--- src/rtl/ser_shift_pkg.sv ---
package ser_shift_pkg;
  // register select values
  localparam logic ADDR_DATA = 1'b0;
  localparam logic ADDR_CTRL = 1'b1;

  // control register field positions
  localparam int CB_BUSY    = 0;
  localparam int CB_RATE_LO = 1;
  localparam int CB_RATE_HI = 2;
  localparam int CB_MASTER  = 3;
  localparam int CB_SELECT  = 4;

  // strobes from control to datapath
  typedef struct packed {
    logic load;    // parallel load from register port
    logic sample;  // capture serial input
    logic shift;   // shift left, taking the captured bit
  } strobe_t;
endpackage

--- src/rtl/ser_shift_dp.sv ---
module ser_shift_dp
  import ser_shift_pkg::*;
#(
  parameter int DATA_W = 8
) (
  input  logic              clk,
  input  logic              rstN,
  input  strobe_t           strb,
  input  logic [DATA_W-1:0] wrData,
  input  logic              sdIn,
  output logic [DATA_W-1:0] shiftQ,
  output logic              msbOut
);
  logic sampleQ;

  always_ff @(posedge clk or negedge rstN) begin
    if (!rstN) begin
      shiftQ  <= '0;
      sampleQ <= 1'b0;
    end else begin
      if (strb.sample) sampleQ <= sdIn;
      if (strb.load)       shiftQ <= wrData;
      else if (strb.shift) shiftQ <= {shiftQ[DATA_W-2:0], sampleQ};
    end
  end

  assign msbOut = shiftQ[DATA_W-1];
endmodule

--- src/rtl/ser_shift_ctrl.sv ---
module ser_shift_ctrl
  import ser_shift_pkg::*;
#(
  parameter int DATA_W      = 8,
  parameter int SYNC_STAGES = 2,
  parameter int HALF_UNIT   = 1   // ticks per half period at the fastest rate
) (
  input  logic              clk,
  input  logic              rstN,
  input  logic              cycTick,
  input  logic              regWrEn,
  input  logic              regAddr,
  input  logic [DATA_W-1:0] regWrData,
  input  logic              sclkIn,
  output strobe_t           strb,
  output logic              busyQ,
  output logic [1:0]        rateQ,
  output logic              masterQ,
  output logic              selectQ,
  output logic              sclkQ
);
  localparam int CNT_W  = $clog2(DATA_W + 1);
  localparam int HALF_W = $clog2(4 * HALF_UNIT + 1);

  logic [SYNC_STAGES-1:0] syncQ;
  logic                   syncPrevQ;
  logic [CNT_W-1:0]       bitCntQ;
  logic [HALF_W-1:0]      halfCntQ;
  logic [HALF_W-1:0]      halfLen;
  logic ctrlWr, newBusy, startReq, halfDone;
  logic mEdge, mRise, mFall, extRise, extFall, sRise, sFall;
  logic doShift, lastShift;

  // half-period length in ticks per rate code
  always_comb begin
    case (rateQ)
      2'b00:   halfLen = HALF_W'(HALF_UNIT);
      2'b01:   halfLen = HALF_W'(2 * HALF_UNIT);
      default: halfLen = HALF_W'(4 * HALF_UNIT);
    endcase
  end

  assign ctrlWr   = regWrEn && (regAddr == ADDR_CTRL);
  assign newBusy  = regWrData[CB_BUSY] & regWrData[CB_SELECT];
  assign startReq = ctrlWr && newBusy && !busyQ;
  assign halfDone = (halfCntQ == halfLen - HALF_W'(1));

  // master edges come from the divided tick
  assign mEdge = busyQ && masterQ && cycTick && !ctrlWr && halfDone;
  assign mRise = mEdge && !sclkQ;
  assign mFall = mEdge && sclkQ;

  // slave edges come from the synchronized external clock
  assign extRise = syncQ[SYNC_STAGES-1] && !syncPrevQ;
  assign extFall = !syncQ[SYNC_STAGES-1] && syncPrevQ;
  assign sRise   = busyQ && !masterQ && !ctrlWr && extRise;
  assign sFall   = busyQ && !masterQ && !ctrlWr && extFall;

  assign doShift   = mFall || sFall;
  assign lastShift = doShift && (bitCntQ == CNT_W'(DATA_W - 1));

  always_comb begin
    strb.load   = regWrEn && (regAddr == ADDR_DATA) && !busyQ;
    strb.sample = mRise || sRise;
    strb.shift  = doShift;
  end

  always_ff @(posedge clk or negedge rstN) begin
    if (!rstN) begin
      syncQ     <= '0;
      syncPrevQ <= 1'b0;
    end else begin
      syncQ     <= {syncQ[SYNC_STAGES-2:0], sclkIn};
      syncPrevQ <= syncQ[SYNC_STAGES-1];
    end
  end

  always_ff @(posedge clk or negedge rstN) begin
    if (!rstN) begin
      busyQ   <= 1'b0;
      rateQ   <= 2'b00;
      masterQ <= 1'b0;
      selectQ <= 1'b0;
    end else if (ctrlWr) begin
      busyQ   <= newBusy;
      rateQ   <= regWrData[CB_RATE_HI:CB_RATE_LO];
      masterQ <= regWrData[CB_MASTER];
      selectQ <= regWrData[CB_SELECT];
    end else if (lastShift) begin
      busyQ <= 1'b0;
    end
  end

  always_ff @(posedge clk or negedge rstN) begin
    if (!rstN) begin
      bitCntQ  <= '0;
      halfCntQ <= '0;
      sclkQ    <= 1'b0;
    end else begin
      if (startReq)     bitCntQ <= '0;
      else if (doShift) bitCntQ <= bitCntQ + 1'b1;

      if (!busyQ || ctrlWr)          halfCntQ <= '0;
      else if (masterQ && cycTick)   halfCntQ <= halfDone ? '0 : halfCntQ + 1'b1;

      if (ctrlWr && !newBusy)        sclkQ <= 1'b0;
      else if (mRise)                sclkQ <= 1'b1;
      else if (mFall || lastShift)   sclkQ <= 1'b0;
    end
  end
endmodule

--- src/rtl/ser_shift_top.sv ---
module ser_shift_top
  import ser_shift_pkg::*;
#(
  parameter int DATA_W      = 8,
  parameter int SYNC_STAGES = 2,
  parameter int HALF_UNIT   = 1
) (
  input  logic              clk,
  input  logic              rstN,
  input  logic              cycTick,
  input  logic              regWrEn,
  input  logic              regAddr,
  input  logic [DATA_W-1:0] regWrData,
  output logic [DATA_W-1:0] regRdData,
  input  logic              sdIn,
  output logic              sdOut,
  input  logic              sclkIn,
  output logic              sclkOut,
  output logic              sclkOe
);
  strobe_t           strb;
  logic              busyQ, masterQ, selectQ, sclkQ, msbOut;
  logic [1:0]        rateQ;
  logic [DATA_W-1:0] shiftQ, ctrlRd;

  ser_shift_ctrl #(
    .DATA_W(DATA_W), .SYNC_STAGES(SYNC_STAGES), .HALF_UNIT(HALF_UNIT)
  ) ctrl_i (
    .clk(clk), .rstN(rstN), .cycTick(cycTick),
    .regWrEn(regWrEn), .regAddr(regAddr), .regWrData(regWrData),
    .sclkIn(sclkIn), .strb(strb), .busyQ(busyQ), .rateQ(rateQ),
    .masterQ(masterQ), .selectQ(selectQ), .sclkQ(sclkQ)
  );

  ser_shift_dp #(.DATA_W(DATA_W)) dp_i (
    .clk(clk), .rstN(rstN), .strb(strb), .wrData(regWrData),
    .sdIn(sdIn), .shiftQ(shiftQ), .msbOut(msbOut)
  );

  always_comb begin
    ctrlRd = '0;
    ctrlRd[CB_BUSY]               = busyQ;
    ctrlRd[CB_RATE_HI:CB_RATE_LO] = rateQ;
    ctrlRd[CB_MASTER]             = masterQ;
    ctrlRd[CB_SELECT]             = selectQ;
  end

  assign regRdData = (regAddr == ADDR_CTRL) ? ctrlRd : shiftQ;
  assign sdOut     = selectQ & msbOut;
  assign sclkOe    = selectQ & masterQ;
  assign sclkOut   = sclkOe & sclkQ;
endmodule

--- config.mk ---
export PLATFORM = sky130hd
export DESIGN_NAME = ser_shift_top
export DESIGN_NICKNAME = d
export VERILOG_FILES = /design/src/rtl/ser_shift_pkg.sv /design/src/rtl/ser_shift_dp.sv /design/src/rtl/ser_shift_ctrl.sv /design/src/rtl/ser_shift_top.sv
export SDC_FILE = /design/constraint.sdc
export NUM_CORES = 1
export LEC_CHECK = 0
export BUFFER_PORTS_ARGS = -buffer_cell sky130_fd_sc_hd__buf_2
export CORE_AREA = 4 4 65 67
export CTS_CLUSTER_DIAMETER = 100
export DETAILED_ROUTE_END_ITERATION = 10
export DIE_AREA = 0 0 69 71
export GPL_TIMING_DRIVEN = 0
export HOLD_SLACK_MARGIN = 0.03
export PLACE_DENSITY = 0.62
export SLEW_MARGIN = 15
export SYNTH_ARGS = -nofsm -noshare
export SYNTH_HDL_FRONTEND = slang
export SYNTH_HIERARCHICAL = 1
export SYNTH_SLANG_ARGS = --single-unit
export TNS_END_PERCENT = 20
--- constraint.sdc ---
create_clock -name clk -period 5.35 [get_ports clk]
set_clock_uncertainty 0.1 [all_clocks]
set_input_delay 0 -clock clk [delete_from_list [all_inputs] [get_ports clk]]
set_output_delay 0 -clock clk [all_outputs]
set_load 0.02 [all_outputs]
==> results of run 1 <==
[sequential cells by signal, indices dropped and copies added, names as in the netlist]
register and cells:
ctrl_i/halfCntQ 3, ctrl_i/bitCntQ 4, ctrl_i/masterQ 1, ctrl_i/syncPrevQ 1, ctrl_i/selectQ 1, ctrl_i/syncQ 2, ctrl_i/sclkQ 1, ctrl_i/rateQ 2
dp_i/shiftQ 8, ctrl_i/busyQ 1, dp_i/sampleQ 1
[cells in the mapped netlist, drive strengths merged]
cell | instances | area [sq um]
nor2 | 1 | 3.75
and2b | 3 | 26.3
mux2i | 12 | 120
nand4 | 1 | 6.26
xnor3 | 1 | 22.5
and2 | 3 | 18.8
o21a | 1 | 7.51
a31o | 1 | 8.76
o211ai | 1 | 7.51
ha | 3 | 37.5
or4b | 1 | 13.8
nor4b | 1 | 8.76
nor3 | 1 | 5.00
a21oi | 3 | 15.0
or3 | 3 | 20.0
inv | 5 | 18.8
o21ai | 10 | 50.1
o221ai | 1 | 8.76
xor2 | 1 | 8.76
a32oi | 2 | 17.5
nand3 | 4 | 20.0
o41ai | 1 | 8.76
nor3b | 1 | 7.51
mux2 | 10 | 131
dfrtp | 25 | 626
nand2 | 15 | 56.3
a21bo | 1 | 16.3
nand2b | 2 | 12.5
buf | 5 | 48.8
a31oi | 3 | 25.0
nand3b | 1 | 7.51
and3 | 1 | 6.26
or2 | 2 | 12.5
o32a | 1 | 10.0
o211a | 1 | 10.0
[power breakdown]
part	total, mW	internal, mW	leakage, nW	switching, mW
Sequential	0.273	0.230	0.311	0.0433
Combinational	0.177	0.0916	0.513	0.0855
Clock	0.108	0.0531	0.0228	0.0549
[kinds of logic (layout without fill, tap and decap cells)]
kind of cell             Yosys count  in the layout  share of synthesized area (%)
flip-flops                        25             25                           43.9
XOR/XNOR                           2              2                           2.20
buffers and inverters             10             53                           4.74
multiplexers                      22             22                           17.7
AO/OA/AOI/OAI                     26             26                           13.0
AND/OR/NAND/NOR                   40             40                           15.8
adder cells (fa/ha/maj)            3              3                           2.64
[routing by layer]
metal | GRT usage, % | wire [um]
met4 | 5.21 | 34
met3 | 3.55 | 99
met5 | 0 | 0
met1 | 17.4 | 1450
met2 | 19.6 | 1470
[repair_timing]
item	CTS	global route
endpoints found under the setup margin	0	0
endpoints found under the hold margin	42	0
hold buffers	14	0
[through the flow]
| step | setup WS, ns | instance area, sq um | cells | power, mW | utilization [%] |
|---|---|---|---|---|---|
| after floorplan | 2.94 | 1420 | 128 | 0.392 | - |
| after global placement | 2.79 | 1610 | 201 | 0.438 | 44.3 |
| after detailed placement | 2.74 | 1610 | 201 | 0.447 | 44.3 |
| after CTS | 2.72 | 1790 | 219 | 0.565 | 49.4 |
| after global routing | 2.57 | 1790 | 219 | 0.598 | 49.4 |
| final | 2.70 | 1790 | 219 | 0.558 | 49.4 |
[cell usage in the layout (no fill, tap or decap), types with 2 or more instances in the layout]
cell / netlist / layout
clkbuf_8: 0 / 3
inv_1: 5 / 5
ha_1: 3 / 3
and2b_2: 3 / 3
nand2b_1: 2 / 2
nand3_1: 4 / 4
o21ai_0: 2 / 2
a21oi_1: 3 / 3
or3_1: 2 / 2
mux2_2: 5 / 5
mux2_4: 5 / 5
o21ai_1: 8 / 8
a32oi_1: 2 / 2
dlygate4sd3_1: 0 / 14
or2_2: 2 / 2
a31oi_1: 2 / 2
and2_1: 3 / 3
nand2_1: 15 / 15
dfrtp_1: 25 / 25
buf_4: 2 / 2
buf_6: 3 / 3
mux2i_1: 12 / 12
buf_2: 0 / 25
[how the worst min path moves through the flow]
stage / startpoint / end / slack [ns] / cells after the start
after floorplan: rstN / ctrl_i/bitCntQ[0]$_DFFE_PN0P_ / -0.40 / 0
after global placement: rstN / ctrl_i/rateQ[0]$_DFFE_PN0P_ / -0.08 / 1
after detailed placement: rstN / ctrl_i/halfCntQ[0]$_DFFE_PN0P_ / -0.07 / 1
after CTS: rstN / ctrl_i/bitCntQ[0]$_DFFE_PN0P_ / 0.19 / 2
after global routing: rstN / ctrl_i/rateQ[1]$_DFFE_PN0P_ / 0.21 / 2
final: rstN / ctrl_i/halfCntQ[0]$_DFFE_PN0P_ / 0.15 / 2
[area by class of cell]
cell class / instances / area (sq um)
Buffer: 5 / 48.8
Clock buffer: 4 / 45.0
Fill cell: 351 / 1840
Inverter: 5 / 18.8
Multi-Input combinational cell: 93 / 731
Sequential cell: 25 / 626
Tap cell: 48 / 60.1
Timing Repair Buffer: 39 / 265
==> run metrics, run 1 <==
outcome=complete, no violations; Detailed Place HPWL=between 2000 and 2500 um; P&R area growth vs syn=26.0%; first-pass GRT wire length=5110 um; drt via density=just over 5; Final Hold Viols=0; CTS tree=built; Tcrit/Tclk final=49.6%; CP startpoint=ctrl_i/rateQ[1]$_DFFE_PN0P_; pin count of the biggest net entering global routing=26; Initial Util=39.2%; post-synth cell types=40; RSZ-0062 raised after global routing=false; Syn Nets=approximately 150; crit path capture type=flop; CORE AREA=roughly 3600 sq um; FF-to-FF Start=ctrl_i/rateQ[1]$_DFFE_PN0P_; CTS Sinks=25; Synth Cell Area=roughly 1400 sq um; f_max=between 300 and 400 MHz; die width=69 um; vias in the first global route=between 1k and 1.5k; GR Overflow Total=0; cts bufs inserted=3; Max stage delay on crit path=approximately 0.44 ns; Hold WS=~0.15 ns; clk slew on worst S/H paths=about 0.080 ns; number of max-cap violations=0; slack of the worst reg-to-reg path=2.70 ns; Critical Path Stages=7; CP arrival=~2.7 ns; Root Buffer=clkbuf_8; syn_area_per_cell=11.1 sq um; Lkg Pwr=roughly 0.85 nW; initial antenna violation count=0; Rows=22; Final setup viols=0; startpoint types=flop; Cell Pwr Density=~310 nW/um^2; Final Max Slew Viols=0; gpl congestion=around 0.75; via count=roughly 1.1k; H-tree level count=1; Total Routing Usage GR=12.9%; I/O pin count=26; Slowest cell on crit path=dfrtp_1; clock tree buffer depth=2; FF-to-FF End=dp_i/sampleQ$_DFFE_PN0P_; crit path kind=flop to flop; kind of cell adding the most delay to the critical path=simple AND/OR/NAND/NOR gates; Req. time, crit path=5.40 ns; DR iter-0 viols=approximately 70; Routed Antenna Nets=0; CTS-repair resized insts=0; Routed WL per cell=14.0 um; relative slew slack=35.6%; Synth Warn #=6; worst hold path class=input port to async pin; Crit Path Max Fanout=7; nets=between 150 and 200; layout cells sized above 1=a little under a third; IO buf count=25; Critical Path, Cell by Cell=or2_2 > ha_1 > xor2_1 > o211ai_1 > or3_1 > o41ai_1 > mux2_2; antenna diode count=0; Die ar.=roughly 4900 sq um; overall die height=approximately 71 um; Buf+Inv Stages, Crit Path=0; Final min period=between 2 and 3 ns; worst setup path end=dp_i/sampleQ$_DFFE_PN0P_; post-synthesis sequential area ratio=43.9%; Tightest Pin Transition=approximately 0.96 ns; #FFs+latches synth=25; First-pass DRT Iterations=4; clock latency on the worst-skew pair=about 0.26 ns; Syn Inst Count=around 130; drc violations=0; post-CTS setup buffers=0; Setup TNS=0 ns; reg2reg path depth=7; final wirelength=3060 um; VDD IR max=~0.19 mV
Note: power is estimated with default switching activity, not from simulation.
==> inputs of run 2 (changes only) <==
--- a/config.mk
+++ b/config.mk
@@ -12,7 +12,7 @@
 export DIE_AREA = 0 0 69 71
 export GPL_TIMING_DRIVEN = 0
 export HOLD_SLACK_MARGIN = 0.03
-export PLACE_DENSITY = 0.62
+export PLACE_DENSITY = 0.64
 export SLEW_MARGIN = 15
 export SYNTH_ARGS = -nofsm -noshare
 export SYNTH_HDL_FRONTEND = slang
==> constraint.sdc (replaced) <==
create_clock -name clk -period 2.2 [get_ports clk]
set_clock_uncertainty 0.1 [all_clocks]
set_input_delay 0 -clock clk [delete_from_list [all_inputs] [get_ports clk]]
set_output_delay 0 -clock clk [all_outputs]
set_load 0.02 [all_outputs]
==> run metrics, run 2 (synthesis results as in run 1) <==
outcome=finished, violations left; failing checks=negative setup slack; Initial Util=around two fifths; die width=between 60 and 70 um; Die ar.=4900 sq um; clock tree buffer depth=2; initial antenna violation count=0; Total Routing Usage GR=13.4%; first-pass GRT wire length=between 5000 and 6000 um; final wirelength=~3100 um; P&R area growth vs syn=34.1%; vias in the first global route=between 1k and 1.5k; Routed Antenna Nets=0; f_max=roughly 450 MHz; Final setup viols=1; Routed WL per cell=around 14 um; Root Buffer=clkbuf_8; drt via density=a little over 5; Tightest Pin Transition=between 0.8 and 0.9 ns; dpl cell area=around 1600 sq um; reg2reg path depth=7; met1 usage=between 10% and 20%; antenna diode count=0; Lkg Pwr=a little under 0.9 nW; Cell Pwr Density=around 750 nW/um^2; crit path capture type=flop; commonest non-fill, non-tap cells in the layout=buf_2 (25), dfrtp_1 (24), nand2_1 (15); VDD IR max=roughly 0.42 mV; slack of the worst reg-to-reg path=-0.05 ns; number of max-cap violations=0; overall die height=71 um; worst hold path class=input port to async pin; Rows=22; startpoint types=flop; FF-to-FF Start=ctrl_i/rateQ[1]$_DFFE_PN0P_; met2 Resource Use GR=21.5%; CP arrival=~2.3 ns; clk slew on worst S/H paths=~0.10 ns; CTS Sinks=25; Design Area, Final=1910 sq um; CTS tree=built; busiest layer in global routing=met2; drc violations=0; Detailed Place HPWL=approximately 2200 um; worst path setup slack after routing=-0.0459 ns; Overall Power=between 1 and 1.5 mW; I/O pin count=26; Tcrit/Tclk final=102%; CP startpoint=ctrl_i/rateQ[1]$_DFFE_PN0P_; Final Hold Viols=0; RSZ-0062 raised after global routing=true; CORE AREA=around 3600 sq um; pin count of the biggest net entering global routing=26; crit path kind=flop to flop; Crit Path Max Fanout=5; most common cell after layout, fill and taps aside=buf_2; relative slew slack=between 40% and 50%; Final Max Slew Viols=0; GR Overflow Total=0; via count=about 1.2k; gpl congestion=0.727; Largest regs=dp_i/shiftQ x8, ctrl_i/bitCntQ x4, ctrl_i/halfCntQ x3; layout cells sized above 1=between 30 and 40%; FF-to-FF End=dp_i/sampleQ$_DFFE_PN0P_; Reg with most FFs=dp_i/shiftQ; IO buf count=25; H-tree level count=1; Final min period=around 2.2 ns; First-pass DRT Iterations=4; DR iter-0 viols=25; clock latency on the worst-skew pair=between 0.2 and 0.3 ns; nets=around 200; Req. time, crit path=2.27 ns; max reg flops=8; met3 Use GR=approximately 2.6%; cts bufs inserted=3
-- run 2: how the worst max path moves through the flow --
stage | slack [ns] | end
final | -0.05 | dp_i/sampleQ$_DFFE_PN0P_
after global routing | -0.13 | dp_i/sampleQ$_DFFE_PN0P_
after CTS | -0.06 | dp_i/sampleQ$_DFFE_PN0P_
after detailed placement | -0.24 | dp_i/sampleQ$_DFFE_PN0P_
after global placement | -0.20 | dp_i/sampleQ$_DFFE_PN0P_
after floorplan | -0.06 | dp_i/sampleQ$_DFFE_PN0P_
-- run 2: timing repair --
item                       in CTS  in global routing
gates cloned                    0                  0
hold endpoints to repair       43                  0
setup endpoints to repair       9                  9
setup buffers                   7                  1
hold buffers                   14                  0
gates resized for setup         7                  3
pin swaps                       3                  3
-- run 2: per-layer routing --
layer | wire length (um) | vias to the layer above
met5 | 0 | -
met4 | 44 | 0
met3 | 109 | 5
met2 | 1530 | 20
met1 | 1430 | 560
li1 | - | 568
-- run 2: where the power goes --
| group | leakage [nW] | switching [mW] | internal (mW) |
|---|---|---|---|
| Combinational | 0.559 | 0.223 | 0.259 |
| Clock | 0.0217 | 0.154 | 0.129 |
| Sequential | 0.310 | 0.105 | 0.560 |
| Total | 0.891 | 0.482 | 0.948 |
-- run 2: layout make-up --
class                           count  area, sq um
Fill cell                         350         1720
Multi-Input combinational cell     93          785
Sequential cell                    25          627
Timing Repair Buffer               47          325
Tap cell                           48         60.1
Buffer                              4         45.0
Clock buffer                        3         41.3
Inverter                            5         18.8
Clock inverter                      1         7.51
-- run 2: per-stage QoR --
step           setup slack (ns)  hold WS, ns  setup TNS, ns  utilization [%]  instances
6_report                -0.0459        0.154        -0.0459             52.5        226
5_1_grt                  -0.133        0.218         -0.746             52.5        226
4_1_cts                 -0.0644        0.163         -0.185             52.4        226
3_5_place_dp             -0.235      -0.0704          -1.65             44.9        201
3_3_place_gp             -0.204      -0.0810          -1.35             44.9        201
2_1_floorplan           -0.0638       -0.396         -0.103                -        128
-- run 2: critical path, stage by stage, from the launching register on --
cell and delay, ns:
dfrtp_2 0.44, or2_4 0.24, ha_4 0.27, xor2_2 0.15
o211ai_1 0.15, or3_4 0.36, o41ai_2 0.06, mux2_2 0.36
